## src/rtl/otf_pkg.sv

```systemverilog
package otf_pkg;
  typedef enum logic [1:0] {
    DIG_ZERO = 2'd0,
    DIG_POS  = 2'd1,
    DIG_NEG  = 2'd2
  } sdigit_e;

  // plus/minus pair to signed digit; both-equal encodings read as zero
  function automatic sdigit_e decode_digit(input logic p, input logic n);
    if (p && !n) return DIG_POS;
    if (n && !p) return DIG_NEG;
    return DIG_ZERO;
  endfunction
endpackage

```

## src/rtl/otf_digit_decode.sv

```systemverilog
module otf_digit_decode
  import otf_pkg::*;
(
  input  logic    pos_i,
  input  logic    neg_i,
  output sdigit_e digit_o,
  output logic    is_pos_o,
  output logic    is_neg_o,
  output logic    is_zero_o
);
  always_comb begin
    digit_o   = decode_digit(pos_i, neg_i);
    is_pos_o  = (digit_o == DIG_POS);
    is_neg_o  = (digit_o == DIG_NEG);
    is_zero_o = (digit_o == DIG_ZERO);
  end

  // exactly one digit class is selected for any input pair
  always_comb begin
    a_r4_one_class: assert ($countones({is_pos_o, is_neg_o, is_zero_o}) == 1);
  end
endmodule

```

## src/rtl/otf_next_pair.sv

```systemverilog
module otf_next_pair
  import otf_pkg::*;
#(
  parameter int W = 8
) (
  input  logic [W-1:0] q_i,
  input  logic [W-1:0] qm_i,
  input  sdigit_e      digit_i,
  output logic [W-1:0] q_nxt_o,
  output logic [W-1:0] qm_nxt_o
);
  // shift left one place and put a new least significant bit in
  function automatic logic [W-1:0] append_bit(input logic [W-1:0] v, input logic b);
    return {v[W-2:0], b};
  endfunction

  always_comb begin
    unique case (digit_i)
      DIG_POS: begin
        q_nxt_o  = append_bit(q_i, 1'b1);
        qm_nxt_o = append_bit(q_i, 1'b0);
      end
      DIG_NEG: begin
        q_nxt_o  = append_bit(qm_i, 1'b1);
        qm_nxt_o = append_bit(qm_i, 1'b0);
      end
      default: begin
        q_nxt_o  = append_bit(q_i, 1'b0);
        qm_nxt_o = append_bit(qm_i, 1'b1);
      end
    endcase
  end
endmodule

```

## src/rtl/otf_converter.sv

```systemverilog
module otf_converter
  import otf_pkg::*;
#(
  parameter int DIGITS = 6,
  parameter int GUARD  = 1
) (
  input  logic                      clk,
  input  logic                      rst_n,
  input  logic                      clear,
  input  logic                      digit_valid,
  input  logic                      digit_pos,
  input  logic                      digit_neg,
  output logic [DIGITS+GUARD-1:0]   value
);
  localparam int W = DIGITS + GUARD;
  localparam logic [W-1:0] ONE_ULP = W'(1);

  logic [W-1:0] q_r, qm_r, q_nxt, qm_nxt;
  sdigit_e      digit;
  logic         is_pos, is_neg, is_zero;
  logic         do_clear, take_digit;

  assign do_clear   = clear;
  assign take_digit = digit_valid && !clear;

  otf_digit_decode u_dec (
    .pos_i    (digit_pos),
    .neg_i    (digit_neg),
    .digit_o  (digit),
    .is_pos_o (is_pos),
    .is_neg_o (is_neg),
    .is_zero_o(is_zero)
  );

  otf_next_pair #(.W(W)) u_next (
    .q_i     (q_r),
    .qm_i    (qm_r),
    .digit_i (digit),
    .q_nxt_o (q_nxt),
    .qm_nxt_o(qm_nxt)
  );

  always_ff @(posedge clk or negedge rst_n) begin
    if (!rst_n) begin
      q_r  <= '0;
      qm_r <= '1;
    end else if (do_clear) begin
      q_r  <= '0;
      qm_r <= '1;
    end else if (take_digit) begin
      q_r  <= q_nxt;
      qm_r <= qm_nxt;
    end
  end

  assign value = q_r;

  // shadow stays one unit below the visible value
  a_r8_shadow_gap: assert property (@(posedge clk) disable iff (!rst_n)
    (q_r - qm_r) == ONE_ULP);

  // clear wins and yields zero
  a_r2_clear_zero: assert property (@(posedge clk) disable iff (!rst_n)
    do_clear |=> (value == '0));

  // plus digit doubles and adds one
  a_r3_plus: assert property (@(posedge clk) disable iff (!rst_n)
    (take_digit && is_pos) |=> (value == W'($past(value) * 2 + 1)));

  // zero digit doubles
  a_r4_zero: assert property (@(posedge clk) disable iff (!rst_n)
    (take_digit && is_zero) |=> (value == W'($past(value) * 2)));

  // minus digit doubles and subtracts one
  a_r5_minus: assert property (@(posedge clk) disable iff (!rst_n)
    (take_digit && is_neg) |=> (value == W'($past(value) * 2 - 1)));

  // idle cycles leave the value alone
  a_r6_idle_hold: assert property (@(posedge clk) disable iff (!rst_n)
    (!digit_valid && !clear) |=> $stable(value));
endmodule

```

## config.mk

```make
export PLATFORM = sky130hd
export DESIGN_NAME = otf_converter
export DESIGN_NICKNAME = d
export VERILOG_FILES = /design/src/rtl/otf_pkg.sv /design/src/rtl/otf_digit_decode.sv /design/src/rtl/otf_next_pair.sv /design/src/rtl/otf_converter.sv
export SDC_FILE = /design/constraint.sdc
export NUM_CORES = 1
export LEC_CHECK = 0
export ABC_CLOCK_PERIOD_IN_PS = 900
export BUFFER_PORTS_ARGS = -buffer_cell sky130_fd_sc_hd__buf_2
export CAP_MARGIN = 20
export CORE_UTILIZATION = 36
export DETAILED_ROUTE_END_ITERATION = 16
export PLACE_DENSITY = 0.65
export SYNTH_ARGS = -nofsm -noshare
export SYNTH_HDL_FRONTEND = slang
export SYNTH_SLANG_ARGS = --single-unit
```

## constraint.sdc

```tcl
create_clock -name clk -period 0.9 [get_ports clk]
set_input_delay 0.045 -clock clk [delete_from_list [all_inputs] [get_ports clk]]
set_output_delay 0.045 -clock clk [all_outputs]
set_load 0.02 [all_outputs]
```

Word level (Yosys, flattened, before mapping)
Cells that the tools add are included.
{"block": "word_totals", "word_cells": 24, "mem_bits_rw": 0, "reg_bits": 13, "memories": 0, "out_inout_bits": 7, "rom_bits": 0, "latch_bits": 0}
{"block": "classes", "muxes": 13, "div_mod_pow": 0, "multipliers": 0, "order_cmp": 0, "shift": 0, "n_bitwise": 0, "add_sub_neg": 0, "reduce_logical": 7, "n_eq_ne": 2}
{"op": "$mux 7", "n": 2}
{"op": "$pmux 7 s2", "n": 1}
{"op": "$mux 6", "n": 2}
{"op": "$pmux 6 s2", "n": 1}
{"op": "$mux 2", "n": 4}
{"op": "$logic_and 1x1->1", "n": 3}
{"op": "$logic_not 1->1", "n": 3}
{"op": "$mux 1", "n": 3}
{"op": "$eq 2x1->1 const B", "n": 1}
{"op": "$eq 2x2->1 const B", "n": 1}
{"op": "$reduce_bool 2->1", "n": 1}

Longest topological paths before layout
{"block": "depth", "depth_word": 10, "mapped_depth": 5}

Modules after synthesis
A second synthesis with hierarchy kept.
{"block": "unflattened", "hier_cells": 74, "area_unflattened_um2": 832.0}
{"mod": "otf_converter", "instances": 1, "area_per_inst_um2": 594.3, "cells_each": 45}
{"mod": "otf_next_pair", "instances": 1, "area_per_inst_um2": 190.2, "cells_each": 23}
{"mod": "otf_digit_decode", "instances": 1, "area_per_inst_um2": 47.5, "cells_each": 6}

Worst setup path before layout
No wires, ideal clock.
{"block": "synth_timing", "kind": "reg-to-reg", "startpoint": "register q_r[0] (netlist: value[0])", "endpoint": "register qm_r[1]", "n_path_buf": 0, "arrival_ns": 1.037, "path_slack_ns": -0.219, "stages_incl_launch_ff": 3, "path_cell_list": "dfrtp_1 -> mux2_1 -> a211o_1"}
{"block": "synth_between", "elab_chain_len": 3}
{"element": "start, declared", "line": "otf_converter.sv:18", "rtl": "logic [W-1:0] q_r, qm_r, q_nxt, qm_nxt;"}
{"element": "start signal, assigned", "line": "otf_converter.sv:51", "rtl": "q_r <= q_nxt;"}
{"element": "$pmux 6 s2", "line": "otf_next_pair.sv:18", "rtl": "unique case (digit_i)"}
{"element": "$mux 6", "line": "otf_converter.sv:50", "rtl": "end else if (take_digit) begin"}
{"element": "$mux 6", "line": "otf_converter.sv:47", "rtl": "end else if (do_clear) begin"}
{"element": "end signal, assigned", "line": "otf_converter.sv:52", "rtl": "qm_r <= qm_nxt;"}
{"element": "end, declared", "line": "otf_converter.sv:18"}
Every way passes these cells. The select of a mux whose other input is x is not followed.
A chain may end at the register's enable or synchronous reset.

Worst setup path in the final report
Same ends and word-level chain as after synthesis.

==> flow_summary.ini <==
[drt]
wl_um = 1580
ant_nets = 0
drc = 0
route.vias.total = 598
firstDrtPassIters = 4
vias_per_cell = 5.49
wire_per_inst_um = 14.4
first_iter_violations = 12

[synth]
syn_area_per_cell_um2 = 10.8
synth_top_area_cell = dfrtp_1
synth_most_common_cell = dfrtp_1
ys_seq_elements = 13
ys_seq_area_share_pct = 46.6
syn_area_um2 = 714
async_flop_share_pct = 100
syn-num-nets = 75
synth-edff-count = 0
yosys_warnings = 0
synth_cells = 66
synth.area.top_cells = dfrtp_1 (25%), dfstp_2 (22%), mux2_1 (7.9%), a311oi_1 (7.4%), nand3b_1 (6.3%)
synth.distinct_cells = 18
synth_flop_cell = dfrtp_1
synth_top_area_share_pct = 24.5

[global_routing]
grt-ovfl-total = 0
busiest_layer = met2
antenna_found_initial = 0
track_usage_pct = 17.3
gr-usage-met1_pct = 21.9
grt_pass1_vias = 553
grt_pass1_wl_um = 2510
use_met3_pct = 4.71
grtUsageMet2_pct = 26.1
grt_max_degree = 26

[cells_and_area]
drive_above_1_share_pct = 48.8
insertedDiodeCount = 0
final_cell_area_um2 = 963
fin_cells = 109
nets = 94
areaGrowthSynthToFinish_pct = 34.9

[timing]
timing.final.crit_share_pct = 113
slew_headroom_pct = 70.0
hold_viol_final = 0
setup_viol = 14
fin_crit_ns = 1.02
worst_pin_slew_ns = 0.449
finalClockSkew_ns = 0.00291
slew_viol_final = 0
rsz0062_at_grt = true
timing.fmax_ghz = 0.980
setup_ws_ns = -0.120

[hold_path]
hold_depth = 2
hold_end = value[3]$_DFFE_PN0P_
hold_class = input port to flop
hold_start = clear

[clock_tree]
cts_buffers = 3
cts_setup_buffers = 0
clockBufferDepth = 2
cts_root_buf = clkbuf_4
cts-htree-levels = 1
insertion_delay_ns = 0.27
clkSlewWorstSetupHoldPaths_ns = 0.08
cts_tree = done
cts_sinks = 13

[placement]
dp_hpwl_um = 1040
numPlacedInstances = 104
place_congestion = 0.738
post-place-ws_ns = -0.246
place_area_um2 = 860
portBuffers = 12

[die]
fp.dieW_um = 46.6
core_area_um2 = 1800
ios = 13
start_util_pct = 39.7
die_h_um = 46.6
rows = 15
die-area_um2 = 2170

[power]
p_leak_nw = 0.400
peakVddDrop_v = 0.000680
pwr_density_cell_nw_per_um2 = 1430
p_total_mw = 1.38

[critical_path]
worstPathMaxFanout = 4
r2r_start = value[0]$_DFFE_PN0P_
ff2ff_path_depth = 2
arrival_ns = 1.22
endpoint_kind = flop
reg2reg_to = qm_r[1]$_DFFE_PN1P_
worstSetupPathType = flop to flop
reg2reg_slack_ns = -0.12
startpoint_type = flop
crit_required_ns = 1.10

[outcome]
violations = setup timing
status = complete, but fails checks

[flow_run]
max_cap_violations = 0
## flip-flops by register name (all words and copies together) (netlist names)
name	flops
value	7
qm_r	6
## layer usage
| metal | up-vias | share of wire [%] |
|---|---|---|
| met5 | - | 0 |
| met4 | 0 | 0.76 |
| met3 | 2 | 5.6 |
| met2 | 21 | 47 |
| met1 | 295 | 47 |
| li1 | 280 | - |
## report_power, final
part	internal (mW)	switching [mW]
Combinational	0.181	0.160
Clock	0.171	0.193
Sequential	0.642	0.0332
Total	0.994	0.386
## cell families after synthesis
kind of cell             after synthesis  synth area share [%]
AO/OA/AOI/OAI                         19                  19.4
adder cells (fa/ha/maj)                3                  5.25
AND/OR/NAND/NOR                       20                  16.5
multiplexers                           5                  7.88
flip-flops                            13                  46.6
buffers and inverters                  6                  4.38
## worst max path at each step
stage / start / end
2_1_floorplan: value[3]$_DFFE_PN0P_ / qm_r[4]$_DFFE_PN1P_
3_3_place_gp: digit_neg / qm_r[4]$_DFFE_PN1P_
3_5_place_dp: digit_neg / qm_r[4]$_DFFE_PN1P_
4_1_cts: value[3]$_DFFE_PN0P_ / qm_r[4]$_DFFE_PN1P_
5_1_grt: value[3]$_DFFE_PN0P_ / qm_r[4]$_DFFE_PN1P_
6_report: value[0]$_DFFE_PN0P_ / qm_r[1]$_DFFE_PN1P_
## layout by cell type, fill, tap and decap left out, drive strengths merged
master / n
a211o: 5
a311oi: 6
nand2b: 2
a21o: 1
clkbuf: 4
o21ai: 6
or2: 1
nor2: 6
inv: 2
a21oi: 1
ha: 3
mux2: 5
dfstp: 6
dfrtp: 7
nor2b: 5
nand3b: 6
buf: 17
dlygate4sd3: 1
## cell type report
type | instances | area (µm²)
clock buffers | 4 | 26.3
fillers | 171 | 838
inverters | 2 | 7.51
multi-input cells | 47 | 403
flip-flops and latches | 13 | 339
well taps | 25 | 31.3
repair buffers | 18 | 156
## worst max-delay path, stage by stage, from the launching register on
cell and delay, ns:
dfrtp_2 0.44, mux2_4 0.26, a211o_1 0.25
## timing repair
item | 4_1_cts | 5_1_grt
hold buffers | 1 | 0
endpoints found under the hold margin | 13 | 0
endpoints found under the setup margin | 16 | 18
gates resized for setup | 11 | 7
pin swaps | 0 | 0
## per-stage QoR
step | hold WS (ns) | TNS [ns] | util (%)
after floorplan | -0.251 | -0.629 | -
after global placement | -0.0523 | -2.11 | 47.7
after detailed placement | -0.0489 | -2.30 | 47.7
after CTS | 0.0944 | -1.02 | 51.7
after global routing | 0.119 | -1.55 | 53.5
final | 0.134 | -0.920 | 53.5
Power figures use the tool's default switching activity.
